**src/rtl/msi_pkg.sv**
```systemverilog
package msi_pkg;
  typedef enum logic [1:0] {
    LS_I = 2'd0,
    LS_S = 2'd1,
    LS_M = 2'd2
  } line_st_e;

  typedef enum logic [1:0] {
    BC_RD  = 2'd0,
    BC_RDX = 2'd1,
    BC_UPG = 2'd2,
    BC_WB  = 2'd3
  } bus_cmd_e;

  typedef enum logic [1:0] {
    FS_IDLE = 2'd0,
    FS_WB   = 2'd1,
    FS_FILL = 2'd2
  } fsm_e;
endpackage

```
**src/rtl/msi_line_store.sv**
```systemverilog
module msi_line_store
  import msi_pkg::*;
#(
  parameter int LINES = 16,
  parameter int TAG_W = 4,
  localparam int IDX_W = $clog2(LINES)
) (
  input  logic             clk,
  input  logic             rst,
  input  logic [IDX_W-1:0] rd_idx_a,
  output line_st_e         rd_st_a,
  output logic [TAG_W-1:0] rd_tag_a,
  input  logic [IDX_W-1:0] rd_idx_b,
  output line_st_e         rd_st_b,
  output logic [TAG_W-1:0] rd_tag_b,
  input  logic             wl_en,
  input  logic [IDX_W-1:0] wl_idx,
  input  line_st_e         wl_st,
  input  logic [TAG_W-1:0] wl_tag,
  input  logic             ws_en,
  input  logic [IDX_W-1:0] ws_idx,
  input  line_st_e         ws_st
);
  line_st_e         st_q  [LINES];
  logic [TAG_W-1:0] tag_q [LINES];

  // Local install wins over a snoop update on the same index; the request
  // machine suppresses its own write whenever the snoop hit the same line.
  always_ff @(posedge clk) begin
    if (rst) begin
      for (int i = 0; i < LINES; i++) begin
        st_q[i]  <= LS_I;
        tag_q[i] <= '0;
      end
    end else begin
      for (int i = 0; i < LINES; i++) begin
        if (wl_en && wl_idx == IDX_W'(i)) begin
          st_q[i]  <= wl_st;
          tag_q[i] <= wl_tag;
        end else if (ws_en && ws_idx == IDX_W'(i)) begin
          st_q[i]  <= ws_st;
        end
      end
    end
  end

  assign rd_st_a  = st_q[rd_idx_a];
  assign rd_tag_a = tag_q[rd_idx_a];
  assign rd_st_b  = st_q[rd_idx_b];
  assign rd_tag_b = tag_q[rd_idx_b];

  // the encoding 2'b11 never appears on a read port
  assert_legal_state_R1: assert property (@(posedge clk) disable iff (rst)
    (rd_st_a != line_st_e'(2'b11)) && (rd_st_b != line_st_e'(2'b11)));
endmodule

```
**src/rtl/msi_snoop_unit.sv**
```systemverilog
module msi_snoop_unit
  import msi_pkg::*;
#(
  parameter int ADDR_W = 8,
  parameter int IDX_W  = 4,
  localparam int TAG_W = ADDR_W - IDX_W
) (
  input  logic              clk,
  input  logic              rst,
  input  logic              snoop_valid,
  input  logic [1:0]        snoop_cmd,
  input  logic [ADDR_W-1:0] snoop_addr,
  output logic [IDX_W-1:0]  snp_idx,
  input  line_st_e          cur_st,
  input  logic [TAG_W-1:0]  cur_tag,
  output logic              upd_en,
  output line_st_e          upd_st,
  output logic              snoop_flush,
  output logic [ADDR_W-1:0] snoop_flush_addr
);
  logic     hit;
  logic     need_flush;
  bus_cmd_e cmd;

  assign cmd     = bus_cmd_e'(snoop_cmd);
  assign snp_idx = snoop_addr[IDX_W-1:0];
  assign hit     = snoop_valid && (cur_st != LS_I) &&
                   (cur_tag == snoop_addr[ADDR_W-1:IDX_W]) && (cmd != BC_WB);

  always_comb begin
    upd_en     = 1'b0;
    upd_st     = cur_st;
    need_flush = 1'b0;
    if (hit) begin
      unique case (cmd)
        BC_RD: begin
          if (cur_st == LS_M) begin
            upd_en     = 1'b1;
            upd_st     = LS_S;
            need_flush = 1'b1;
          end
        end
        BC_RDX, BC_UPG: begin
          upd_en     = 1'b1;
          upd_st     = LS_I;
          need_flush = (cur_st == LS_M);
        end
        default: ;
      endcase
    end
  end

  always_ff @(posedge clk) begin
    if (rst) begin
      snoop_flush      <= 1'b0;
      snoop_flush_addr <= '0;
    end else begin
      snoop_flush <= need_flush;
      if (need_flush) snoop_flush_addr <= snoop_addr;
    end
  end

  // a flush only ever answers a snoop from the previous cycle
  assert_flush_follows_snoop_R6: assert property (@(posedge clk) disable iff (rst)
    snoop_flush |-> $past(snoop_valid));

  // a snooped writeback never causes a flush
  assert_wb_snoop_quiet_R8: assert property (@(posedge clk) disable iff (rst)
    (snoop_valid && snoop_cmd == 2'd3) |=> !snoop_flush);
endmodule

```
**src/rtl/msi_req_fsm.sv**
```systemverilog
module msi_req_fsm
  import msi_pkg::*;
#(
  parameter int ADDR_W = 8,
  parameter int IDX_W  = 4,
  localparam int TAG_W = ADDR_W - IDX_W
) (
  input  logic              clk,
  input  logic              rst,
  input  logic              cpu_req_valid,
  input  logic              cpu_req_write,
  input  logic [ADDR_W-1:0] cpu_req_addr,
  output logic              cpu_ready,
  output logic              cpu_done,
  output logic [IDX_W-1:0]  lk_idx,
  input  line_st_e          lk_st,
  input  logic [TAG_W-1:0]  lk_tag,
  input  logic              snp_upd_en,
  input  logic [IDX_W-1:0]  snp_idx,
  input  line_st_e          snp_upd_st,
  output logic              bus_req_valid,
  output bus_cmd_e          bus_req_cmd,
  output logic [ADDR_W-1:0] bus_req_addr,
  input  logic              bus_grant,
  output logic              wl_en,
  output logic [IDX_W-1:0]  wl_idx,
  output line_st_e          wl_st,
  output logic [TAG_W-1:0]  wl_tag
);
  fsm_e              fsm_q;
  logic [ADDR_W-1:0] pend_addr_q;
  logic              pend_write_q;

  logic [ADDR_W-1:0] tgt_addr;
  logic [TAG_W-1:0]  tgt_tag;
  logic              snp_same;
  line_st_e          eff_st;
  logic              tag_hit;
  bus_cmd_e          fill_cmd;
  logic              upg_kill;
  logic              wb_kill;

  assign tgt_addr = (fsm_q == FS_IDLE) ? cpu_req_addr : pend_addr_q;
  assign lk_idx   = tgt_addr[IDX_W-1:0];
  assign tgt_tag  = tgt_addr[ADDR_W-1:IDX_W];
  assign snp_same = snp_upd_en && (snp_idx == lk_idx);
  // Snoop first: the local decision sees the state the snoop leaves behind.
  assign eff_st   = snp_same ? snp_upd_st : lk_st;
  assign tag_hit  = (eff_st != LS_I) && (lk_tag == tgt_tag);
  assign fill_cmd = pend_write_q ? BC_RDX : BC_RD;
  assign upg_kill = (fsm_q == FS_FILL) && (bus_req_cmd == BC_UPG) && snp_same;
  assign wb_kill  = (fsm_q == FS_WB) && snp_same;
  assign cpu_ready = (fsm_q == FS_IDLE);

  always_comb begin
    wl_en  = 1'b0;
    wl_idx = lk_idx;
    wl_st  = LS_I;
    wl_tag = lk_tag;
    if (bus_grant && bus_req_valid) begin
      if (fsm_q == FS_WB && !wb_kill) begin
        wl_en = 1'b1;
        wl_st = LS_I;
      end else if (fsm_q == FS_FILL && !upg_kill) begin
        wl_en  = 1'b1;
        wl_st  = (bus_req_cmd == BC_RD) ? LS_S : LS_M;
        wl_tag = tgt_tag;
      end
    end
  end

  always_ff @(posedge clk) begin
    if (rst) begin
      fsm_q         <= FS_IDLE;
      pend_addr_q   <= '0;
      pend_write_q  <= 1'b0;
      bus_req_valid <= 1'b0;
      bus_req_cmd   <= BC_RD;
      bus_req_addr  <= '0;
      cpu_done      <= 1'b0;
    end else begin
      cpu_done <= 1'b0;
      unique case (fsm_q)
        FS_IDLE: begin
          if (cpu_req_valid) begin
            pend_addr_q  <= cpu_req_addr;
            pend_write_q <= cpu_req_write;
            if (tag_hit && (!cpu_req_write || eff_st == LS_M)) begin
              cpu_done <= 1'b1;
            end else if (tag_hit) begin
              fsm_q         <= FS_FILL;
              bus_req_valid <= 1'b1;
              bus_req_cmd   <= BC_UPG;
              bus_req_addr  <= cpu_req_addr;
            end else if (eff_st == LS_M) begin
              fsm_q         <= FS_WB;
              bus_req_valid <= 1'b1;
              bus_req_cmd   <= BC_WB;
              bus_req_addr  <= {lk_tag, lk_idx};
            end else begin
              fsm_q         <= FS_FILL;
              bus_req_valid <= 1'b1;
              bus_req_cmd   <= cpu_req_write ? BC_RDX : BC_RD;
              bus_req_addr  <= cpu_req_addr;
            end
          end
        end
        FS_WB: begin
          if (wb_kill || bus_grant) begin
            fsm_q        <= FS_FILL;
            bus_req_cmd  <= fill_cmd;
            bus_req_addr <= pend_addr_q;
          end
        end
        FS_FILL: begin
          if (upg_kill) begin
            bus_req_cmd <= BC_RDX;
          end else if (bus_grant) begin
            fsm_q         <= FS_IDLE;
            bus_req_valid <= 1'b0;
            cpu_done      <= 1'b1;
          end
        end
        default: fsm_q <= FS_IDLE;
      endcase
    end
  end

  // a request stays raised until it is granted
  assert_req_held_R13: assert property (@(posedge clk) disable iff (rst)
    (bus_req_valid && !bus_grant) |=> bus_req_valid);

  // the processor side is closed while the bus is in use
  assert_busy_means_req_R13: assert property (@(posedge clk) disable iff (rst)
    !cpu_ready |-> bus_req_valid);

  // a granted fill completes in the next cycle
  assert_fill_completes_R2: assert property (@(posedge clk) disable iff (rst)
    (fsm_q == FS_FILL && bus_grant && !upg_kill) |=> (cpu_done && !bus_req_valid));

  // a lost upgrade is re-issued as read-exclusive
  assert_upg_becomes_rdx_R11: assert property (@(posedge clk) disable iff (rst)
    upg_kill |=> (bus_req_valid && bus_req_cmd == BC_RDX));

  // completion follows an accepted request or a grant
  assert_done_has_cause_R5: assert property (@(posedge clk) disable iff (rst)
    cpu_done |-> ($past(cpu_req_valid) || $past(bus_grant)));
endmodule

```
**src/rtl/msi_line_ctrl.sv**
```systemverilog
module msi_line_ctrl
  import msi_pkg::*;
#(
  parameter int ADDR_W = 8,
  parameter int LINES  = 16,
  localparam int IDX_W = $clog2(LINES),
  localparam int TAG_W = ADDR_W - IDX_W
) (
  input  logic              clk,
  input  logic              rst,
  input  logic              cpu_req_valid,
  input  logic              cpu_req_write,
  input  logic [ADDR_W-1:0] cpu_req_addr,
  output logic              cpu_ready,
  output logic              cpu_done,
  output logic              bus_req_valid,
  output logic [1:0]        bus_req_cmd,
  output logic [ADDR_W-1:0] bus_req_addr,
  input  logic              bus_grant,
  input  logic              snoop_valid,
  input  logic [1:0]        snoop_cmd,
  input  logic [ADDR_W-1:0] snoop_addr,
  output logic              snoop_flush,
  output logic [ADDR_W-1:0] snoop_flush_addr
);
  logic [IDX_W-1:0] lk_idx, snp_idx, wl_idx;
  line_st_e         lk_st, snp_cur_st, snp_upd_st, wl_st;
  logic [TAG_W-1:0] lk_tag, snp_cur_tag, wl_tag;
  logic             snp_upd_en, wl_en;
  bus_cmd_e         req_cmd;

  msi_line_store #(.LINES(LINES), .TAG_W(TAG_W)) store_i (
    .clk      (clk),
    .rst      (rst),
    .rd_idx_a (lk_idx),
    .rd_st_a  (lk_st),
    .rd_tag_a (lk_tag),
    .rd_idx_b (snp_idx),
    .rd_st_b  (snp_cur_st),
    .rd_tag_b (snp_cur_tag),
    .wl_en    (wl_en),
    .wl_idx   (wl_idx),
    .wl_st    (wl_st),
    .wl_tag   (wl_tag),
    .ws_en    (snp_upd_en),
    .ws_idx   (snp_idx),
    .ws_st    (snp_upd_st)
  );

  msi_snoop_unit #(.ADDR_W(ADDR_W), .IDX_W(IDX_W)) snoop_i (
    .clk              (clk),
    .rst              (rst),
    .snoop_valid      (snoop_valid),
    .snoop_cmd        (snoop_cmd),
    .snoop_addr       (snoop_addr),
    .snp_idx          (snp_idx),
    .cur_st           (snp_cur_st),
    .cur_tag          (snp_cur_tag),
    .upd_en           (snp_upd_en),
    .upd_st           (snp_upd_st),
    .snoop_flush      (snoop_flush),
    .snoop_flush_addr (snoop_flush_addr)
  );

  msi_req_fsm #(.ADDR_W(ADDR_W), .IDX_W(IDX_W)) fsm_i (
    .clk           (clk),
    .rst           (rst),
    .cpu_req_valid (cpu_req_valid),
    .cpu_req_write (cpu_req_write),
    .cpu_req_addr  (cpu_req_addr),
    .cpu_ready     (cpu_ready),
    .cpu_done      (cpu_done),
    .lk_idx        (lk_idx),
    .lk_st         (lk_st),
    .lk_tag        (lk_tag),
    .snp_upd_en    (snp_upd_en),
    .snp_idx       (snp_idx),
    .snp_upd_st    (snp_upd_st),
    .bus_req_valid (bus_req_valid),
    .bus_req_cmd   (req_cmd),
    .bus_req_addr  (bus_req_addr),
    .bus_grant     (bus_grant),
    .wl_en         (wl_en),
    .wl_idx        (wl_idx),
    .wl_st         (wl_st),
    .wl_tag        (wl_tag)
  );

  assign bus_req_cmd = req_cmd;

  // an invalidating snoop on a dirty line is answered with a flush
  assert_inval_dirty_flushes_R7: assert property (@(posedge clk) disable iff (rst)
    (snoop_valid && (snoop_cmd == 2'd1 || snoop_cmd == 2'd2) && snp_cur_st == LS_M &&
     snp_cur_tag == snoop_addr[ADDR_W-1:IDX_W]) |=> (snoop_flush && snoop_flush_addr == $past(snoop_addr)));
endmodule

```
**config.mk**
```make
export PLATFORM = sky130hd
export DESIGN_NAME = msi_line_ctrl
export DESIGN_NICKNAME = d
export VERILOG_FILES = /design/src/rtl/msi_pkg.sv /design/src/rtl/msi_line_store.sv /design/src/rtl/msi_snoop_unit.sv /design/src/rtl/msi_req_fsm.sv /design/src/rtl/msi_line_ctrl.sv
export SDC_FILE = /design/constraint.sdc
export NUM_CORES = 1
export LEC_CHECK = 0
export CAP_MARGIN = 20
export CORE_UTILIZATION = 55
export CTS_CLUSTER_DIAMETER = 80
export CTS_CLUSTER_SIZE = 24
export DETAILED_ROUTE_END_ITERATION = 10
export DONT_BUFFER_PORTS = 1
export PLACE_DENSITY = 0.7
export SETUP_SLACK_MARGIN = 0.4
export SLEW_MARGIN = 20
export SYNTH_ARGS = -nofsm -noshare
export SYNTH_HDL_FRONTEND = slang
export SYNTH_HIERARCHICAL = 1
export SYNTH_SLANG_ARGS = --single-unit
```
**constraint.sdc**
```tcl
create_clock -name clk -period 12.1 [get_ports clk]
set_input_delay 0.605 -clock clk [delete_from_list [all_inputs] [get_ports clk]]
set_output_delay 0.605 -clock clk [all_outputs]
set_load 0.01 [all_outputs]
```
**Word level (Yosys, flattened, before mapping)**

Memories as Yosys holds them, arrays and structs flattened.
Cells that the tools add are included.

- Flip-flop bits (word level): 32
- Latch bits: 0
- Bits in writable memories: 96
- Bits in read-only memories: 0
- Input port bits: 24
- Output and inout port bits: 22
- Word-level logic and storage cells: 386
- Memories: 2

- Add/sub/neg operators: 0
- Multiply operators: 0
- Div/mod/pow operators: 0
- $lt $le $gt $ge: 0
- Eq/ne operators: 47
- Shifts and indexed selects: 0
- Multiplexer cells: 215
- Bitwise logic cells: 48
- Reduce and logical (&&, ||, !) cells: 65

Memory list:

| memory | depth | width | rd ports | clocked after memory_dff | write ports | line | text |
|---|---|---|---|---|---|---|---|
| store_i.tag_q | 16 | 4 | 2 | 0 | 16 | msi_line_store.sv:25 | `logic [TAG_W-1:0] tag_q [LINES];` |
| store_i.st_q | 16 | 2 | 2 | 0 | 16 | msi_line_store.sv:24 | `line_st_e st_q [LINES];` |

Operators with widths:

| cell | count |
|---|---|
| 2-to-1 mux 1 bit | 130 |
| 2-to-1 mux 2 bit | 52 |
| 2-to-1 mux 4 bit | 19 |
| equality test 4 bit (second input constant) | 16 |
| 2-to-1 mux 8 bit | 6 |
| OR 1 bit | 48 |
| logical AND 1 bit | 44 |
| equality test 4 x 3 -> 1 bit (second input constant) | 8 |
| equality test 4 x 2 -> 1 bit (second input constant) | 4 |
| case mux 8 bit (2 select lines) | 1 |
| AND reduction 5 bit | 3 |
| equality test 4 bit | 3 |
| inequality test 2 bit (second input constant) | 6 |
| case mux 2 bit (3 select lines) | 2 |
| equality test 2 bit (second input constant) | 5 |
| equality test 4 x 1 -> 1 bit (second input constant) | 2 |
| logical NOT 4 bit | 2 |
| case mux 1 bit (2 select lines) | 4 |
| nonzero test 2 bit | 4 |
| logical NOT 2 bit | 3 |
| equality test 2 x 1 -> 1 bit (second input constant) | 2 |
| case mux 2 bit (2 select lines) | 1 |
| AND reduction 4 bit | 1 |
| logical NOT 1 bit | 3 |
| other kinds (5) | 6 |

**Depth between registers and ports, before layout**

Gate-level depths: netlist (run 1).
An unclocked memory read counts as a cell.

- Depth in word-level cells: 19
- Depth in mapped cells: 20
- Gate-level depth less buffers: 16

**Modules after synthesis**

Netlist (run 1), hierarchy kept.

Modules (own cells, without submodules):

| module | times used | cells each | area each (sq um) |
|---|---|---|---|
| msi_line_store | 1 | 436 | 5567.8 |
| msi_req_fsm | 1 | 207 | 1652.8 |
| msi_snoop_unit | 1 | 61 | 578.1 |

**Worst setup path before layout (run 1)**

Ideal clock, no wire load.

- Kind: input-to-reg
- Start point: input snoop_addr[0]
- End point: memory store_i/st_q[11][0] (netlist name), data pin
- Setup time: 266 ps
- Data arrival time: 4672 ps
- Required time: 11834 ps
- Slack: 7163 ps
- Stages: 20
- Buffers on the path: 4
- Cells stage by stage: buf_4 buf_2 buf_2 mux4_2 a22oi_1 nand2_1 xor2_1 nor4b_4 nand2_1 a211oi_1 nand2_1 mux2i_2 nand4_4 o21ai_0 a21oi_1 and3b_1 clkbuf_1 a311o_1 mux2i_1 nor2_1

RTL lines:

| element | line | text |
|---|---|---|
| start: declaration | msi_line_ctrl.sv:22 | `input logic [ADDR_W-1:0] snoop_addr,` |
| end: declaration | msi_line_store.sv:24 |  |

==> results of run 1 <==
synth_stat cells (6+ instances only):
| library cell | number | area share |
|---|---|---|
| nor2b_1 | 10 | 0.0080 |
| clkbuf_1 | 28 | 0.013 |
| buf_4 | 11 | 0.011 |
| inv_1 | 21 | 0.010 |
| nand2b_1 | 26 | 0.021 |
| mux2i_1 | 25 | 0.032 |
| buf_2 | 12 | 0.0077 |
| nand3b_1 | 7 | 0.0067 |
| mux2_1 | 8 | 0.012 |
| nor2_1 | 81 | 0.039 |
| mux4_2 | 48 | 0.14 |
| o21ai_0 | 16 | 0.010 |
| ha_1 | 6 | 0.0096 |
| a22oi_1 | 29 | 0.028 |
| nand2_1 | 89 | 0.043 |
| dfxtp_1 | 32 | 0.082 |
| edfxtp_1 | 96 | 0.37 |
| a21oi_1 | 31 | 0.020 |
| o21bai_1 | 6 | 0.0058 |
| nand3_1 | 12 | 0.0077 |
| nor3_1 | 7 | 0.0045 |
| o211ai_1 | 10 | 0.0096 |
| a211oi_1 | 10 | 0.0096 |
per-layer routing:
metal / track usage / vias to the layer above / share of wire
li1: - / 2559 / -
met1: 0.376 / 2814 / 0.40
met2: 0.474 / 320 / 0.48
met3: 0.0677 / 59 / 0.087
met4: 0.146 / 0 / 0.035
met5: 0 / - / 0
worst paths after layout:
check,start,to,slack (ps),depth (start not counted)
worst min register to register,fsm_i/pend_addr_q[6]$_SDFFE_PP0P_,fsm_i/pend_addr_q[6]$_SDFFE_PP0P_,460,2
worst max-delay path,store_i/tag_q[2][3]$_SDFFCE_PN0P_,store_i/st_q[14][1]$_SDFFCE_PP0P_,6810,15
worst max register to register,store_i/tag_q[2][3]$_SDFFCE_PN0P_,store_i/st_q[14][1]$_SDFFCE_PP0P_,6810,15
worst min-delay path,rst,fsm_i/pend_addr_q[5]$_SDFFE_PP0P_,240,1
registers in the layout, indices dropped and copies added (netlist names), 2 cells and up:
name and cells:
store_i/tag_q 64, snoop_i/snoop_flush_addr 8, store_i/st_q 32, fsm_i/fsm_q 2, fsm_i/bus_req_cmd 2, fsm_i/pend_addr_q 8
fsm_i/bus_req_addr 8
power groups by stage:
stage | Combinational (mW) | Clock [mW] | Sequential (mW)
finish | 0.557 | 0.526 | 0.580
global route | 0.594 | 0.552 | 0.586
CTS | 0.550 | 0.531 | 0.579
detailed placement | 0.547 | 0 | 0.589
global placement | 0.533 | 0 | 0.584
floorplan | 0.444 | 0 | 0.573
critical path, delay by kind of cell (launching register included):
kind                      cells  cell delay (ps)
xor gates and xnor gates      1              180
AOI/OAI and AO/OA             3             1150
muxes                         3              960
DFF                           1              400
and+or+nand+nor               8             2460
logic make-up (layout without fill, tap and decap cells):
group	count (synthesis)	in the layout	share of synthesized area
flops	128	128	0.452
simple gates	262	262	0.168
buf+inv	78	58	0.0467
compound gates	134	134	0.119
mux	86	86	0.191
xor+xnor	10	10	0.0141
fa+ha+maj	6	6	0.00963
metrics by stage:
step | instances | power [mW] | hold WS [ps]
2_1_floorplan | 704 | 1.02 | 437
3_3_place_gp | 832 | 1.12 | 441
3_5_place_dp | 832 | 1.14 | 454
4_1_cts | 864 | 1.66 | 233
5_1_grt | 864 | 1.73 | 232
6_report | 864 | 1.66 | 244
final cells by class:
cell class / count / area (um2) / area share
clock inverters: 13 / 135 / 0.0161
well taps: 180 / 225 / 0.0268
flip-flops and latches: 128 / 3520 / 0.420
multi-input cells: 498 / 3920 / 0.467
clock buffers: 19 / 475 / 0.0567
inverters: 21 / 78.8 / 0.00939
repair buffers: 5 / 37.5 / 0.00447
==> flow_metrics.env, run 1 <==
export IMPL_p_per_area_nw_per_um2=198
export IMPL_p_leak_nw=3.01
export IMPL_placed_cell_area_um2=7780
export IMPL_grt_max_degree=74
export IMPL_synth_cell_type_count=64
export IMPL_syn_cell_area_um2=7800
export IMPL_final_common_cell="edfxtp_1"
export IMPL_port_buffers=0
export IMPL_area_growth_pct=7.60
export IMPL_crit_path_end_kind="register"
export IMPL_syn_inst=704
export IMPL_initial_utilization=0.562
export IMPL_crit_required_ps=12390
export IMPL_arrival_ps=5580
export IMPL_cts_tree="built"
export IMPL_finalWorstSetupSlack_ps=6810
export IMPL_maxCapViolCount=0
export IMPL_p_sw_frac=0.362
export IMPL_slew_limit_headroom=0.224
export IMPL_grt_pass1_wl_mm=31.5
export IMPL_final_hold_viol_count=0
export IMPL_nNetsFinal=701
export IMPL_grt_overflow_total=0
export IMPL_fin_crit_ps=5290
export IMPL_synthFlopType="edfxtp_1"
export IMPL_insertion_delay_ps=430
export IMPL_rsz0062_at_grt="false"
export IMPL_clockRootBuffer="clkbuf_16"
export IMPL_final_max_slew_viol_count=0
export IMPL_utilization=0.605
export IMPL_slowest_stage="nor2_1"
export IMPL_fin_skew_ps=8.49
export IMPL_status="complete, no violations"
export IMPL_die_h_um=121
export IMPL_crit_fanout=13
export IMPL_p_switching_uw=602
export IMPL_crit_chain="mux4_2 > a22oi_1 > nand2_1 > xor2_1 > nor4b_4 > nand2_1 > a211oi_1 > nand2_1 > mux2i_2 > nand4_4 > a21oi_1 > nand2_1 > nor2_1 > nor2b_1 > mux2_1"
export IMPL_fill_cells=1117
export IMPL_grt_pass1_vias=5702
export IMPL_grt_usage=0.295
export IMPL_syn_num_nets=734
export IMPL_wirelength_mm=20.4
export IMPL_synth_avg_cell_area_um2=11.1
export IMPL_peakVddDrop_v=0.0000966
export IMPL_setup_viol=0
export IMPL_async_flop_share=0
export IMPL_fp_row_count=43
export IMPL_cts_hold_buf=0
export IMPL_min_path_type="input pin to register"
export IMPL_clock_path_buffers=2
export IMPL_final_area_um2=8390
export IMPL_boundaryPins=46
export IMPL_pwr_share_clk=0.316
export IMPL_fin_setup_tns_ps=0
export IMPL_yosysWarnings=6
export IMPL_diodes=0
export IMPL_layout_common_cells="edfxtp_1, nand2_1, nor2_1"
export IMPL_ys_ff_latch=128
export IMPL_first_pass_iters=5
export IMPL_seq_area_frac_synth=0.452
export IMPL_dp_slack_ps=6830
export IMPL_post_route_period_util=0.437
export IMPL_cts_buffers=17
export IMPL_cts_sinks=128
export IMPL_path_clk_slew_ps=60
export IMPL_synth_edf_count=96
export IMPL_die_w_um=121
export IMPL_path_class="register to register"
export IMPL_h_tree_depth=4
export IMPL_cpMostUsedCell="nand2_1"
export IMPL_vias=5752
export IMPL_antenna_found_initial=0
export IMPL_max_clock_freq_ghz=0.189
export IMPL_ant_nets=0
export IMPL_drc_errors=0
export IMPL_routed_via_density=6.66
export IMPL_combPwrFrac=0.335
export IMPL_wl_per_cell_um=23.6
export IMPL_cp_start_kind="register"
export IMPL_dieArea_um2=14700
export IMPL_p_int_mw=1.06
export IMPL_seqPwrFrac=0.349
export IMPL_drive_above_1_share=0.162
export IMPL_worstMarginPinSlew_ps=1160
export IMPL_place_gp_congestion=0.906
export IMPL_dpl_hpwl_mm=14.6
export IMPL_post_cts_resized=0
export IMPL_slowest_delay_ps=950
export IMPL_drt_iter0_drc=589
export IMPL_post_cts_buffers=0
export IMPL_core_area_um2=13900
Note: power is estimated with default switching activity, not from simulation.
==> inputs of run 2 (changes only) <==
--- a/config.mk
+++ b/config.mk
@@ -11,7 +11,7 @@
 export CTS_CLUSTER_SIZE = 24
 export DETAILED_ROUTE_END_ITERATION = 10
 export DONT_BUFFER_PORTS = 1
-export PLACE_DENSITY = 0.7
+export PLACE_DENSITY = 0.73
 export SETUP_SLACK_MARGIN = 0.4
 export SLEW_MARGIN = 20
 export SYNTH_ARGS = -nofsm -noshare
==> constraint.sdc (replaced) <==
create_clock -name clk -period 4.6 [get_ports clk]
set_input_delay 0.23 -clock clk [delete_from_list [all_inputs] [get_ports clk]]
set_output_delay 0.23 -clock clk [all_outputs]
set_load 0.01 [all_outputs]
==> flow_metrics.env, run 2 (synthesized netlist as in run 1, its figures left out) <==
export IMPL_status="complete, no violations"
export IMPL_crit_fanout=6
export IMPL_fp_row_count=43
export IMPL_wl_met1_mm=8.21
export IMPL_slew_limit_headroom=0.287
export IMPL_top_layer_used="met4"
export IMPL_final_max_slew_viol_count=0
export IMPL_layout_common_cells="edfxtp_1, nand2_1, nor2_1"
export IMPL_final_common_cell="edfxtp_1"
export IMPL_routed_via_density=6.80
export IMPL_utilization=0.648
export IMPL_antenna_found_initial=0
export IMPL_port_buffers=0
export IMPL_arrival_ps=4300
export IMPL_pwr_share_clk=0.299
export IMPL_cts_sinks=128
export IMPL_drc_errors=0
export IMPL_min_path_type="input pin to register"
export IMPL_place_gp_congestion=0.928
export IMPL_boundaryPins=46
export IMPL_cp_start_kind="register"
export IMPL_cp_depth=17
export IMPL_rsz0062_at_grt="true"
export IMPL_p_int_mw=2.93
export IMPL_crit_buf_inv=1
export IMPL_insertion_delay_ps=430
export IMPL_cp_top_family="simple AND/OR/NAND/NOR gates"
export IMPL_ant_nets=0
export IMPL_dpl_hpwl_mm=14.1
export IMPL_largest_registers="store_i/tag_q (64), store_i/st_q (32)"
export IMPL_post_route_period_util=0.897
export IMPL_crit_chain="mux4_2 > a22oi_2 > nand2_2 > xor2_2 > nor4b_4 > nand2_2 > a211oi_4 > nand2b_1 > mux2i_4 > nand4_4 > o21ai_4 > a21oi_4 > nand3_2 > buf_12 > nor2_4 > nor4_4 > mux2_1"
export IMPL_worstMarginPinSlew_ps=1070
export IMPL_peakVddDrop_v=0.000309
export IMPL_largest_reg_flops=64
export IMPL_wl_met3_mm=2.34
export IMPL_drive_above_1_share=0.219
export IMPL_fill_cells=1003
export IMPL_clockRootBuffer="clkbuf_16"
export IMPL_slowest_stage="mux4_2"
export IMPL_grt_pass1_wl_mm=32.7
export IMPL_seqPwrFrac=0.334
export IMPL_dieArea_um2=14700
export IMPL_die_h_um=121
export IMPL_clock_path_buffers=2
export IMPL_cpMostUsedCell="nand2_2"
export IMPL_max_clock_freq_ghz=0.242
export IMPL_ff2ff_setup_slack_ps=470
export IMPL_crit_path_end_kind="register"
export IMPL_p_sw_frac=0.356
export IMPL_dpl_cell_count=847
export IMPL_slowest_delay_ps=480
export IMPL_fin_skew_ps=7.52
export IMPL_area_growth_pct=15.4
export IMPL_die_w_um=121
export IMPL_combPwrFrac=0.367
export IMPL_wirelength_mm=21.8
export IMPL_grt_overflow_total=0
export IMPL_fin_setup_tns_ps=0
export IMPL_crit_required_ps=4770
export IMPL_fin_crit_ps=4130
export IMPL_initial_utilization=0.562
export IMPL_path_class="register to register"
export IMPL_wl_met2_mm=10.6
export IMPL_h_tree_depth=4
export IMPL_p_leak_nw=3.29
export IMPL_cts_tree="built"
export IMPL_nNetsFinal=752
export IMPL_placed_cell_area_um2=7920
export IMPL_stdcell_count=914
export IMPL_setup_viol=0
export IMPL_path_clk_slew_ps=60
export IMPL_grt_pass1_vias=5952
export IMPL_crit_path_end="store_i/st_q[14][0]$_SDFFCE_PP0P_"
export IMPL_drt_iter0_drc=827
export IMPL_reg2reg_from="store_i/tag_q[8][3]$_SDFFCE_PN0P_"
export IMPL_whs_ps=10.7
export IMPL_diodes=0
export IMPL_p_per_area_nw_per_um2=506
export IMPL_cp_startpoint="store_i/tag_q[8][3]$_SDFFCE_PN0P_"
export IMPL_maxCapViolCount=0
export IMPL_reg2regPathDepth=17
export IMPL_grt_usage=0.304
export IMPL_p_switching_mw=1.62
export IMPL_first_pass_iters=5
export IMPL_core_area_um2=13900
export IMPL_regMostFlops="store_i/tag_q"
export IMPL_final_hold_viol_count=0
export IMPL_wl_per_cell_um=23.8
export IMPL_grt_max_degree=46
export IMPL_crit_reg2reg_capture="store_i/st_q[14][0]$_SDFFCE_PP0P_"
export IMPL_final_area_um2=9000
export IMPL_cts_buffers=17
export IMPL_vias=6219
[run 2: changes by cell type in the layout (fill, tap and decap cells not counted), moves of 5 or more]
cell           delta
buf_4            +28
dlygate4sd3_1    +19
o21ai_0           -6
o21ai_1           +5
[run 2: power by group through the flow]
| stage | Combinational (mW) | Clock, mW | Sequential (mW) |
|---|---|---|---|
| global route | 1.76 | 1.42 | 1.54 |
| floorplan | 1.17 | 0 | 1.51 |
| finish | 1.67 | 1.36 | 1.52 |
| global placement | 1.46 | 0 | 1.53 |
| detailed placement | 1.48 | 0 | 1.54 |
| CTS | 1.53 | 1.37 | 1.52 |
[run 2: per-layer routing]
metal,global-route usage,vias up
li1,-,2661
met1,0.392,3085
met2,0.484,414
met3,0.0733,59
met4,0.139,0
met5,0,-
[run 2: cell type report]
type                       count  area, um2  area share
clock buffer                  18        429      0.0477
clock inverter                13        161      0.0179
sequential                   128       3520       0.391
inverter                      21       78.8     0.00876
tap                          180        225      0.0250
timing repair buffer          56        518      0.0576
multi-input combinational    498       4060       0.452
[run 2: worst reg2reg max path, cell delays in order (launching register included)]
cell and delay (ps):
edfxtp_1 410, mux4_2 480, a22oi_2 220, nand2_2 120, xor2_2 170, nor4b_4 320, nand2_2 140, a211oi_4 340
nand2b_1 150, mux2i_4 200, nand4_4 160, o21ai_4 110, a21oi_4 100, nand3_2 110, buf_12 120, nor2_4 40
nor4_4 320, mux2_1 360
[run 2: worst min-delay path by stage]
stage               startpoint                                       end  depth (start not counted)
floorplan                  rst        fsm_i/bus_req_addr[1]$_SDFFE_PP0P_                          1
global placement           rst         fsm_i/pend_addr_q[3]$_SDFFE_PP0P_                          1
detailed placement         rst         fsm_i/pend_addr_q[6]$_SDFFE_PP0P_                          1
CTS                        rst         store_i/st_q[11][0]$_SDFFCE_PP0P_                          1
global route               rst          store_i/st_q[4][1]$_SDFFCE_PN0P_                          1
finish                     rst  snoop_i/snoop_flush_addr[7]$_SDFFE_PP0P_                          2
[run 2: per-stage QoR]
step / power [mW] / worst slack, ps
6_report: 4.55 / 473
4_1_cts: 4.42 / 400
5_1_grt: 4.72 / 314
3_3_place_gp: 2.99 / 420
3_5_place_dp: 3.02 / 241
2_1_floorplan: 2.68 / 435
[run 2: what timing repair did]
item,4_1_cts,5_1_grt
hold endpoints to repair,47,0
pin swaps,0,11
setup endpoints to repair,63,183
hold buffers,20,0
resized for setup,9,28
gates cloned,0,0
setup buffers,2,14
